==> src/rtl/mbs_pkg.sv <==
package mbs_pkg;

   typedef enum logic [2:0] {
      ST_IDLE = 3'd0,
      ST_T1   = 3'd1,
      ST_T2   = 3'd2,
      ST_T3   = 3'd3,
      ST_TW   = 3'd4,
      ST_T4   = 3'd5,
      ST_HOLD = 3'd6
   } bus_st_e;

   function automatic logic st_in_data(input bus_st_e s);
      return (s == ST_T2) || (s == ST_T3) || (s == ST_TW) || (s == ST_T4);
   endfunction

   function automatic logic st_in_cycle(input bus_st_e s);
      return (s == ST_T1) || st_in_data(s);
   endfunction

endpackage

==> src/rtl/mbs_fsm.sv <==
module mbs_fsm
   import mbs_pkg::*;
(
   input  logic    clk,
   input  logic    rst_n,
   input  logic    req_valid,
   input  logic    ready_in,
   input  logic    hold_req,
   output bus_st_e st_o,
   output logic    accept_o,
   output logic    capture_o
);

   bus_st_e st_q, st_nx;

   always_comb begin
      st_nx = st_q;
      case (st_q)
         ST_IDLE: begin
            if (hold_req)       st_nx = ST_HOLD;
            else if (req_valid) st_nx = ST_T1;
         end
         ST_T1:   st_nx = ST_T2;
         ST_T2:   st_nx = ST_T3;
         ST_T3,
         ST_TW:   st_nx = ready_in ? ST_T4 : ST_TW;
         ST_T4:   st_nx = hold_req ? ST_HOLD : ST_IDLE;
         ST_HOLD: if (!hold_req) st_nx = ST_IDLE;
         default: st_nx = ST_IDLE;
      endcase
   end

   always_ff @(posedge clk or negedge rst_n) begin
      if (!rst_n) st_q <= ST_IDLE;
      else        st_q <= st_nx;
   end

   assign st_o      = st_q;
   assign accept_o  = (st_q == ST_IDLE) && !hold_req && req_valid;
   assign capture_o = ((st_q == ST_T3) || (st_q == ST_TW)) && ready_in;

endmodule

==> src/rtl/mbs_lane.sv <==
module mbs_lane #(
   parameter int DW       = 16,
   parameter bit RD_ALIGN = 1'b1
) (
   input  logic          word,
   input  logic          odd,
   input  logic [DW-1:0] wdata,
   input  logic [DW-1:0] rbus,
   output logic          hi_en_n,
   output logic [DW-1:0] wlanes,
   output logic [DW-1:0] rword
);

   localparam int LW = DW / 2;

   assign hi_en_n = !(word || odd);
   assign wlanes  = word ? wdata : {wdata[LW-1:0], wdata[LW-1:0]};

   generate
      if (RD_ALIGN) begin : g_right
         always_comb begin
            if (word)     rword = rbus;
            else if (odd) rword = {{LW{1'b0}}, rbus[DW-1:LW]};
            else          rword = {{LW{1'b0}}, rbus[LW-1:0]};
         end
      end else begin : g_inplace
         always_comb begin
            if (word)     rword = rbus;
            else if (odd) rword = {rbus[DW-1:LW], {LW{1'b0}}};
            else          rword = {{LW{1'b0}}, rbus[LW-1:0]};
         end
      end
   endgenerate

endmodule

==> src/rtl/mbs_den.sv <==
module mbs_den (
   input  logic clk,
   input  logic rst_n,
   input  logic win_on,
   output logic den_o
);

   // Updated on the falling edge: the enable opens and closes half a
   // cycle after the state that requests it.
   always_ff @(negedge clk or negedge rst_n) begin
      if (!rst_n) den_o <= 1'b0;
      else        den_o <= win_on;
   end

endmodule

==> src/rtl/mux_bus_seq.sv <==
module mux_bus_seq
   import mbs_pkg::*;
#(
   parameter int AW       = 20,
   parameter int DW       = 16,
   parameter bit RD_ALIGN = 1'b1,
   localparam int HI_W    = AW - DW,
   localparam int ST_W    = HI_W - 1
) (
   input  logic            clk,
   input  logic            rst_n,
   input  logic            req_valid,
   input  logic            req_write,
   input  logic            req_mem,
   input  logic            req_word,
   input  logic [AW-1:0]   req_addr,
   input  logic [DW-1:0]   req_wdata,
   input  logic [ST_W-1:0] req_stat,
   input  logic            ready_in,
   input  logic            hold_req,
   input  logic [DW-1:0]   ad_in,
   output logic [DW-1:0]   ad_out,
   output logic            ad_oe,
   output logic [HI_W-1:0] a_hi_out,
   output logic            ctl_oe,
   output logic            ale,
   output logic            rd_n,
   output logic            den,
   output logic            dt_r,
   output logic            m_io,
   output logic            bhe_n,
   output logic            hold_ack,
   output logic            done,
   output logic [DW-1:0]   rdata
);

   generate
      if (DW % 16 != 0 || DW < 16) begin : g_bad_dw
         $error("DW must be a positive multiple of 16");
      end
      if (HI_W < 2) begin : g_bad_aw
         $error("AW must exceed DW by at least 2");
      end
   endgenerate

   bus_st_e st;
   logic    accept, capture;

   logic [AW-1:0]   cap_addr;
   logic [DW-1:0]   cap_wdata;
   logic [ST_W-1:0] cap_stat;
   logic            cap_write, cap_mem, cap_word;
   logic            m_io_q, dt_r_q;
   logic [DW-1:0]   rdata_q;

   logic            hi_en_n;
   logic [DW-1:0]   wlanes, rword;

   mbs_fsm u_fsm (
      .clk       (clk),
      .rst_n     (rst_n),
      .req_valid (req_valid),
      .ready_in  (ready_in),
      .hold_req  (hold_req),
      .st_o      (st),
      .accept_o  (accept),
      .capture_o (capture)
   );

   mbs_lane #(.DW(DW), .RD_ALIGN(RD_ALIGN)) u_lane (
      .word    (cap_word),
      .odd     (cap_addr[0]),
      .wdata   (cap_wdata),
      .rbus    (ad_in),
      .hi_en_n (hi_en_n),
      .wlanes  (wlanes),
      .rword   (rword)
   );

   mbs_den u_den (
      .clk    (clk),
      .rst_n  (rst_n),
      .win_on ((st == ST_T2) || (st == ST_T3) || (st == ST_TW)),
      .den_o  (den)
   );

   always_ff @(posedge clk or negedge rst_n) begin
      if (!rst_n) begin
         cap_addr  <= '0;
         cap_wdata <= '0;
         cap_stat  <= '0;
         cap_write <= 1'b0;
         cap_mem   <= 1'b0;
         cap_word  <= 1'b0;
         m_io_q    <= 1'b0;
         dt_r_q    <= 1'b0;
      end else if (accept) begin
         cap_addr  <= req_addr;
         cap_wdata <= req_wdata;
         cap_stat  <= req_stat;
         cap_write <= req_write;
         cap_mem   <= req_mem;
         cap_word  <= req_word;
         m_io_q    <= req_mem;
         dt_r_q    <= req_write;
      end
   end

   always_ff @(posedge clk or negedge rst_n) begin
      if (!rst_n)                      rdata_q <= '0;
      else if (capture && !cap_write)  rdata_q <= rword;
   end

   always_comb begin
      if (st == ST_T1)
         a_hi_out = cap_mem ? cap_addr[AW-1:DW] : '0;
      else
         a_hi_out = {1'b0, cap_stat};
   end

   assign ad_out   = (st == ST_T1) ? cap_addr[DW-1:0] : wlanes;
   assign ad_oe    = (st == ST_T1) || (cap_write && st_in_data(st));
   assign hold_ack = (st == ST_HOLD);
   assign ctl_oe   = !hold_ack;
   assign ale      = (st == ST_T1);
   assign rd_n     = !(!cap_write &&
                       ((st == ST_T2) || (st == ST_T3) || (st == ST_TW)));
   assign bhe_n    = st_in_cycle(st) ? hi_en_n : 1'b1;
   assign dt_r     = dt_r_q;
   assign m_io     = m_io_q;
   assign done     = (st == ST_T4);
   assign rdata    = rdata_q;

endmodule

==> config.mk <==
export PLATFORM = sky130hd
export DESIGN_NAME = mux_bus_seq
export DESIGN_NICKNAME = d
export VERILOG_FILES = /design/src/rtl/mbs_pkg.sv /design/src/rtl/mbs_fsm.sv /design/src/rtl/mbs_lane.sv /design/src/rtl/mbs_den.sv /design/src/rtl/mux_bus_seq.sv
export SDC_FILE = /design/constraint.sdc
export NUM_CORES = 1
export LEC_CHECK = 0
export BUFFER_PORTS_ARGS = -buffer_cell sky130_fd_sc_hd__buf_2
export CORE_UTILIZATION = 50
export CTS_CLUSTER_DIAMETER = 80
export DETAILED_ROUTE_END_ITERATION = 8
export PLACE_DENSITY = 0.82
export SLEW_MARGIN = 10
export SYNTH_ARGS = -nofsm -noshare
export SYNTH_HDL_FRONTEND = slang
export SYNTH_HIERARCHICAL = 1
export SYNTH_SLANG_ARGS = --single-unit
==> constraint.sdc <==
create_clock -name clk -period 2.1 [get_ports clk]
set_input_delay 0.21 -clock clk [delete_from_list [all_inputs] [get_ports clk]]
set_output_delay 0.21 -clock clk [all_outputs]
set_load 0.05 [all_outputs]
Word-level counts from Yosys, hierarchy flattened

Index checks and enable logic that the tools add are counted.

Register bits after elaboration: 62
Latch bits: 0
Memory bits (writable): 0
Memory bits (read-only): 0
Input bits: 63
Logic and storage cells: 51
Memories: 0

Add/subtract/negate cells: 0
Multipliers: 0
Divide/modulo/power cells: 0
$lt $le $gt $ge: 0
Equality and inequality tests: 8
Shifts and indexed selects: 0
Muxes and demuxes: 13
Bitwise logic cells: 0
Reductions and logical operators: 21

Operators with widths:

| operator                                      | number |
|---|---|
| two-way mux 16 bit                            | 3 |
| case mux 3 bit (6 select lines)               | 1 |
| two-way mux 3 bit                             | 4 |
| == test 3 bit, second input constant          | 3 |
| two-way mux 4 bit                             | 2 |
| two-way mux 8 bit                             | 1 |
| logical OR 1 bit                              | 7 |
| == test 3 x 2 -> 1 bit, second input constant | 2 |
| logical AND 1 bit                             | 6 |
| logical NOT 1 bit                             | 5 |
| == test 3 x 1 -> 1 bit, second input constant | 1 |
| logical NOT 3 bit                             | 1 |
| != test 3 bit, second input constant          | 1 |
| two-way mux 1 bit                             | 2 |
| != test 2 bit, second input constant          | 1 |
| AND reduction 2 bit                           | 1 |
| OR reduction 2 bit                            | 1 |

Depth between registers and ports, before layout

Gate-level depths: netlist (run 1).

Depth in word-level cells: 6
Mapped depth: 7
Gate-level depth less buffers: 5

Cells and area by module

The synthesis (run 1) kept the hierarchy.

By module, submodules not included:

| module      | times used | cells each | area each (µm²) |
|---|---|---|---|
| mux_bus_seq | 1          | 168        | 2541.2 |
| mbs_lane    | 1          | 37         | 364.1 |
| mbs_fsm     | 1          | 20         | 182.7 |
| mbs_den     | 1          | 1          | 25.0 |

==> results of run 1 <==
registers in the layout (all words and copies together) (netlist names):
register     flops
u_den/den_o      1
cap_wdata       16
cap_addr        20
m_io             1
rdata           16
cap_word         1
u_fsm/st_o       3
dt_r             1
cap_stat         3
what timing repair did:
action	in CTS	in global routing
resized for setup	31	24
endpoints found under the setup margin	20	22
hold buffers	0	0
pin swaps	1	2
buffers inserted	6	2
gates cloned	1	0
path summary, 6_finish.rpt:
| check | to | slack, ns |
|---|---|---|
| min in group clk | cap_stat[1]$_DFFE_PN0P_ | 0.10 |
| worst max-delay path | den | -0.04 |
| max in group asynchronous | u_den/den_o$_DFF_NN0_ | 1.37 |
| worst max register to register | u_den/den_o$_DFF_NN0_ | -0.02 |
| worst min register to register | rdata[7]$_DFFE_PN0P_ | 0.50 |
| worst min-delay path | u_fsm/st_o[0]$_DFFE_PN0P_ | 0.07 |
placed cells by master, fill, tap and decap left out, types with 2 or more instances in the layout:
cell type	netlist	routed
buf_2	5	88
mux2_2	74	70
dfrtp_1	61	59
buf_6	7	21
mux2_4	13	17
buf_4	8	13
clkbuf_8	0	10
nand2_1	8	8
and2_1	8	8
inv_1	5	5
mux2i_1	4	4
o21ai_0	4	4
nor3b_4	1	2
a21oi_1	2	2
o31ai_1	2	2
dfrtp_2	0	2
clkbuf_1	1	2
bufinv_16	0	2
clkinv_2	0	2
buf_12	0	2
nor2_1	2	2
synth_stat cells, types with 2 or more instances:
cell type  count
nor2_1         2
buf_6          7
mux2_2        74
a21oi_1        2
and2_1         8
o21ai_0        4
buf_4          8
o31ai_1        2
nor2b_1        2
mux2i_1        4
and3_1         2
buf_2          5
inv_1          5
mux2_4        13
nand2_1        8
dfrtp_1       61
metrics by stage:
stage | std cells | setup slack (ns) | setup TNS, ns | util, %
floorplan | 226 | -0.04152 | -0.1586 | -
global placement | 399 | 0.08758 | 0 | 62.21
detailed placement | 399 | 0.04823 | 0 | 62.21
CTS | 422 | -0.05103 | -0.07879 | 68.53
global route | 422 | -0.06944 | -0.5935 | 69.37
finish | 422 | -0.03755 | -0.05288 | 69.37
cells by family after synthesis:
| kind of cell | count (synthesis) |
|---|---|
| adder cells (fa/ha/maj) | 1 |
| AO/OA/AOI/OAI | 14 |
| flip-flops | 62 |
| multiplexers | 91 |
| AND/OR/NAND/NOR | 31 |
| buffers and inverters | 27 |
layout make-up:
cell class | instances | area [µm²]
well taps | 75 | 93.84
fillers | 437 | 1824
clock buffers | 12 | 145.1
inverters | 6 | 22.52
flip-flops and latches | 62 | 1554
repair buffers | 126 | 837.1
clock inverters | 4 | 70.07
multi-input cells | 137 | 1409
layer usage:
metal | vias to the layer above | track usage, %
met5 | - | 0
met4 | 0 | 6.429
met3 | 2 | 7.191
met2 | 87 | 37.23
met1 | 1073 | 23.64
li1 | 1020 | -
==> results.md, run 1 <==
- Summed over all nets, wire length on met2 after detailed routing comes to approximately 3300 µm.
- The share of the synthesized netlist area taken by xor and xnor gates is 0%.
- The worst setup path is of the reg -> out kind.
- The synthesized design devotes to its leading area cell type about half of total area.
- The startpoint class of the critical path is a flip-flop.
- Setup violations remaining at the end of the flow were counted as 2.
- The final reports fail on setup timing.
- The logic depth of the worst path, buffers included is 1.
- Of the cells placed in the final design, the portion with a size suffix greater than 1 is 68.88%.
- The number of instances in the synthesized netlist is around 230.
- The clock-pin transition on the worst setup and hold timing paths is approximately 0.07 ns.
- Summed over all nets, wire length on met3 after detailed routing comes to approximately 540 µm.
- The last weighted congestion value of the routability-driven placer is between 0.6 and 0.7.
- The total number of placement rows is 28.
- The first-pass detailed-route iteration total is 4.
- The type of destination of the critical path is an output pin.
- The slowest stage cell on the critical path is dfrtn_1.
- The clock reaches the later pin of the worst-skew pair after around 0.32 ns.
- CTS built an H-tree with a depth of 3.
- By area, the combinational part of the netlist is dominated by multiplexers.
- The total overflow reported by the global router is 0.
- The count of maximum capacitance violations is 0.
- Setup repair after global routing could not meet its margin everywhere.
- Counting both buffers and inverters, the worst setup path holds a total of 1.
- Across all hold checks on the routed design, the worst slack comes to ~0.070 ns.
- The flop and latch count out of synthesis is 62.
- In this design, the largest share of critical-path delay is due to flip-flops.
- For this configuration, the core starts out at a cell density of 52.27%.
- The worst stage delay on the critical path is roughly 0.40 ns.
- The global-route wire length before repair is just over 10,000 µm.
- The net count of the mapped netlist is about 290.
- Data on the critical path is required at its endpoint by roughly 1.9 ns.
- The post-synthesis average cell area is between 10 and 15 µm².
- The hold violation count in the final report is 0.
- The residual antenna-violating net count after detailed routing is 0.
- The total standard cell area after synthesis is 0.003113 mm².
- The detailed router's first-iteration violation count is 40.
- The multiplexer fraction of the synthesized cell area is about a third.
- The floorplan step set the die height to 80.91 µm.
- The most used flip-flop cell after synthesis is dfrtp_1.
- TritonCTS built the clock tree.
- The clock passes through at most 2 buffers.
- The die is 80.91 µm wide.
- The wire length per cell after detailed routing is between 15 and 20 µm.
- The startpoint of the worst setup timing path is u_den/den_o$_DFF_NN0_.
- The global routing usage summed across all routing layers is between 20% and 30%.
- The total inserted antenna cells is 0.
- The largest total area in the synthesized netlist belongs to dfrtp_1.
- Counting every sink on the clock net gives 62.
- The highest fanout seen on the critical path is 1.
- During synthesis, Yosys emitted a total of 6 warnings.
- For the worst setup path, the data arrival time is 1.93 ns.
- The startpoint identified for the worst register-to-register timing path is u_fsm/st_o[2]$_DFFE_PN0P_.
- The largest net degree at the start of global routing is 62.
- The fraction of the yosys area taken by sequential cells is about 50%.
- The complex-gate fraction of the synthesized area is 3.095%.
- The layout overhead on the synthesized area is 32.72%.
- Summing all placed instances gives a cell area of roughly 0.0037 mm².
- Port buffering added about 110 buffers.
- The number of remaining DRC errors is 0.
- Detailed placement finished with a half-perimeter wire length of 4445 µm.
- The routed metal-1 wire length is roughly 2700 µm.
- In this run, CTS created clock tree buffers numbering 9.
- The measured slew at the worst slew-check pin is approximately 0.78 ns.
- Yosys attributes the largest share of cell area to dfrtp_1 (49%), mux2_2 (27%), mux2_4 (6.3%), buf_6 (2.5%), buf_4 (1.9%).
- The min-delay analysis places its worst path in the category in -> async.
- After detailed routing, no signal wire sits above met4.
- The number of different library cells in the post-synthesis netlist is 35.
- The total number of vias is around 2,200.
- The worst register-to-register path has a depth of 3.
- The initial antenna violation count is 0.
- For the final database, setup skew stands at 0.007831 ns.
- The final setup slack of the worst path is -0.03755 ns.
- Yosys mapped a number of flops with a built-in enable equal to 0.
- The share of synthesized cell area in and, or, nand and nor gates is 6.270%.
- The area of the core is around 0.0060 mm².
- The total length of routed wires is approximately 6500 µm.
- After Yosys synthesis, full adders, half adders and majority gates account for less than 1% of the synthesized area.
- The async set-reset flop share out of synthesis is 100.0%.
- roughly 110 I/O pins were placed.
- The overall die area is roughly 0.0065 mm².
- In this run the tightest slew margin relative to its limit is a little under half.
- After detailed routing, the number of vias per cell comes to ~5.2.
- The post-route cell area is about 0.0041 mm².
- The count of nets after finishing is slightly above 400.
- The via count of the first global-routing pass came to 2,266.
- Clock tree synthesis selected as its root buffer the cell clkbuf_8.
- The max-slew violation total from the final report is 0.
- The signal on the critical path passes through buf_6.
- The flow ran to the end, but the final reports show violations.
Power of run 1 is left out: the tool's default activity adds up to more than one toggle a clock period on the data nets, which glitch-free logic cannot reach.
==> inputs of run 2 (changes only) <==
--- a/config.mk
+++ b/config.mk
@@ -6,6 +6,7 @@
 export NUM_CORES = 1
 export LEC_CHECK = 0
 export BUFFER_PORTS_ARGS = -buffer_cell sky130_fd_sc_hd__buf_2
+export CORE_MARGIN = 3
 export CORE_UTILIZATION = 50
 export CTS_CLUSTER_DIAMETER = 80
 export DETAILED_ROUTE_END_ITERATION = 8
==> results.md, run 2 (synthesis results as in run 1) <==
- The global routing usage summed across all routing layers was 20.40% (was 20.99%).
- The setup TNS came to -0.07452 ns (was -0.05288 ns).
- The clock tree from TritonCTS was done (unchanged).
- The via count of the first global-routing pass is 2,381 (was 2,266).
- The final setup violation count is 3 (was 2).
- The residual antenna-violating net count after detailed routing is 0 (unchanged).
- The number of clock buffers inserted by TritonCTS was 9 (unchanged).
- The routed via count divided by cell count is 5.312 (was 5.171).
- The first-pass detailed-route iteration total is 4 (unchanged).
- Result of the run: complete, but fails checks (unchanged).
- The required arrival time at the worst endpoint is 1.89 ns (about the same).
- The largest net degree at the start of global routing came to 62 (unchanged).
- Cell chain of the critical path: buf_6 (unchanged).
- The worst path arrival time is 1.94 ns (was 1.93 ns).
- The launch instance of the worst register-to-register path is u_fsm/st_o[1]$_DFFE_PN0P_ (was u_fsm/st_o[2]$_DFFE_PN0P_).
- The measured slew at the worst slew-check pin is 0.7712 ns (was 0.7824 ns).
- The total length of routed wires is 7305 µm (was 6527 µm).
- The category of cells accounting for the largest share of critical-path delay was flip-flops (unchanged).
- The number of remaining DRC errors is 0 (unchanged).
- The top-level port count came to 109 (unchanged).
- The register with the most flip-flops is cap_addr (unchanged).
- The total overflow reported by the global router is 0 (unchanged).
- The detailed router's first-iteration violation count came to 67 (was 40).
- The H-tree depth reported by CTS came to 3 (unchanged).
- The count of maximum capacitance violations is 0 (unchanged).
- The worst reg2reg path endpoint is u_den/den_o$_DFF_NN0_ (unchanged).
- The type of destination of the critical path was an output pin (unchanged).
- The number of buffers added on ports is 108 (unchanged).
- The last weighted congestion value of the routability-driven placer is 0.8586 (was 0.6692).
- The root buffer cell is clkbuf_8 (unchanged).
- The number of fillers in the final layout is 409 (was 437).
- The wire length per cell after detailed routing came to 17.03 µm (was 15.47 µm).
- The number of hold buffers added after cts is 0 (unchanged).
- The layout overhead on the synthesized area is 38.55% (was 32.72%).
- The slowest stage cell on the critical path was dfrtn_1 (unchanged).
- The buffers plus inverters on the worst setup path is 1 (unchanged).
- The total number of placement rows is 28 (unchanged).
- The total inserted antenna cells is 0 (unchanged).
- The initial core utilization is 51.96% (was 52.27%).
- The count of nets after finishing is 412 (was 405).
- The post-route worst hold slack came to 0.03612 ns (was 0.07044 ns).
- The reg2reg setup slack is -0.02 ns (about the same).
- The TritonCTS sink count is 62 (unchanged).
- The startpoint class of the critical path is a flip-flop (unchanged).
- The clock-pin transition on the worst setup and hold timing paths came to 0.07 ns (about the same).
- The worst stage delay on the critical path is 0.40 ns (about the same).
- The total half-perimeter wirelength after legalization and detailed placement is 4812 µm (was 4445 µm).
- The highest fanout seen on the critical path is 1 (unchanged).
- The overall die area is 0.007209 mm² (was 0.006546 mm²).
- The area occupied by multi-input gates was 0.001439 mm² (was 0.001409 mm²).
- The largest clock skew in the final design was 0.01199 ns (was 0.007831 ns).
- The area taken by flip-flops and latches is 0.001553 mm² (was 0.001554 mm²).
- The hold violation count in the final report was 0 (unchanged).
- The proportion of layout cells with a drive suffix above 1 came to 69.49% (was 68.88%).
- The max-slew violation total from the final report is 0 (unchanged).
- RSZ-0062 raised after global routing: yes (unchanged).
- The vertical extent of the die is 84.91 µm (was 80.91 µm).
- The final setup slack of the worst path came to -0.05212 ns (was -0.03755 ns).
- The initial antenna violation count is 0 (unchanged).
- The insertion delay of the later-clocked pin in the worst-skew pair is 0.34 ns (was 0.32 ns).
- The post-route core utilization is 71.99% (was 69.37%).
- The overall die width is 84.91 µm (was 80.91 µm).
- Violated checks: setup timing (unchanged).
- The path class of the lowest-slack min-delay path is in -> async (unchanged).
- Commonest non-fill, non-tap cells in the layout: buf_2 (87), mux2_2 (63), dfrtp_1 (60) (was buf_2 (88), mux2_2 (70), dfrtp_1 (59)).
- The buffer depth of the longest clock path is 2 (unchanged).
- The most common library cell in the layout ignoring fill and taps is buf_2 (unchanged).
- The area of the core is 0.005991 mm² (was 0.005956 mm²).
- The global-route wire length before repair is 11,440 µm (was 10,230 µm).
- The worst slew margin relative to its limit is 48.59% (was 47.84%).
- The placement-stage worst setup slack is 0.05271 ns (was 0.04823 ns).
- The number of cells on the worst reg-to-reg path is 3 (unchanged).
- The total number of vias was 2,279 (was 2,182).
- The kind of critical path was reg -> out (unchanged).
- The number of flip-flops under the largest register name was 20 (unchanged).
-- run 2: cell types whose count changed in the layout (fill, tap and decap cells not counted), sizes merged --
cell,delta
clkinvlp,+1
clkbuf,+2
buf,+6
clkinv,-1
bufinv,-1
-- run 2: stage by stage --
| stage | area (µm²) | cells |
|---|---|---|
| 6_report | 4313 | 429 |
| 5_1_grt | 4313 | 429 |
| 4_1_cts | 4128 | 423 |
| 3_5_place_dp | 3705 | 399 |
| 3_3_place_gp | 3705 | 399 |
| 2_1_floorplan | 3117 | 226 |
-- run 2: worst max-delay path by stage --
stage                                         start               endpoint  slack (ns)  depth (start not counted)
after floorplan           u_fsm/st_o[2]$_DFFE_PN0P_            a_hi_out[0]       -0.04                          4
after global placement    u_fsm/st_o[1]$_DFFE_PN0P_  u_den/den_o$_DFF_NN0_        0.09                          2
after detailed placement  u_fsm/st_o[1]$_DFFE_PN0P_  u_den/den_o$_DFF_NN0_        0.05                          2
after CTS                     u_den/den_o$_DFF_NN0_                    den       -0.06                          1
after global routing      u_fsm/st_o[2]$_DFFE_PN0P_             ad_out[12]       -0.07                          6
final                         u_den/den_o$_DFF_NN0_                    den       -0.05                          1
-- run 2: routing by layer --
| metal | up-vias | global-route usage (%) | routed length, µm |
|---|---|---|---|
| met5 | - | 0 | 0 |
| met4 | 0 | 6.619 | 90 |
| met3 | 12 | 8.835 | 692 |
| met2 | 105 | 33.81 | 3687 |
| met1 | 1121 | 23.91 | 2836 |
| li1 | 1041 | - | - |
-- run 2: what timing repair did --
action	4_1_cts	5_1_grt
endpoints found under the setup margin	20	21
gates cloned	2	1
pin swaps	1	0
gates resized for setup	40	36
buffers inserted	6	5
-- run 2: layout make-up --
class / instances / area share, %
flip-flops and latches: 62 / 36.00
multi-input cells: 137 / 33.36
repair buffers: 133 / 23.27
clock buffers: 13 / 3.684
well taps: 75 / 2.176
clock inverters: 3 / 0.9864
inverters: 6 / 0.5222
Power of run 2 is left out for the same reason.
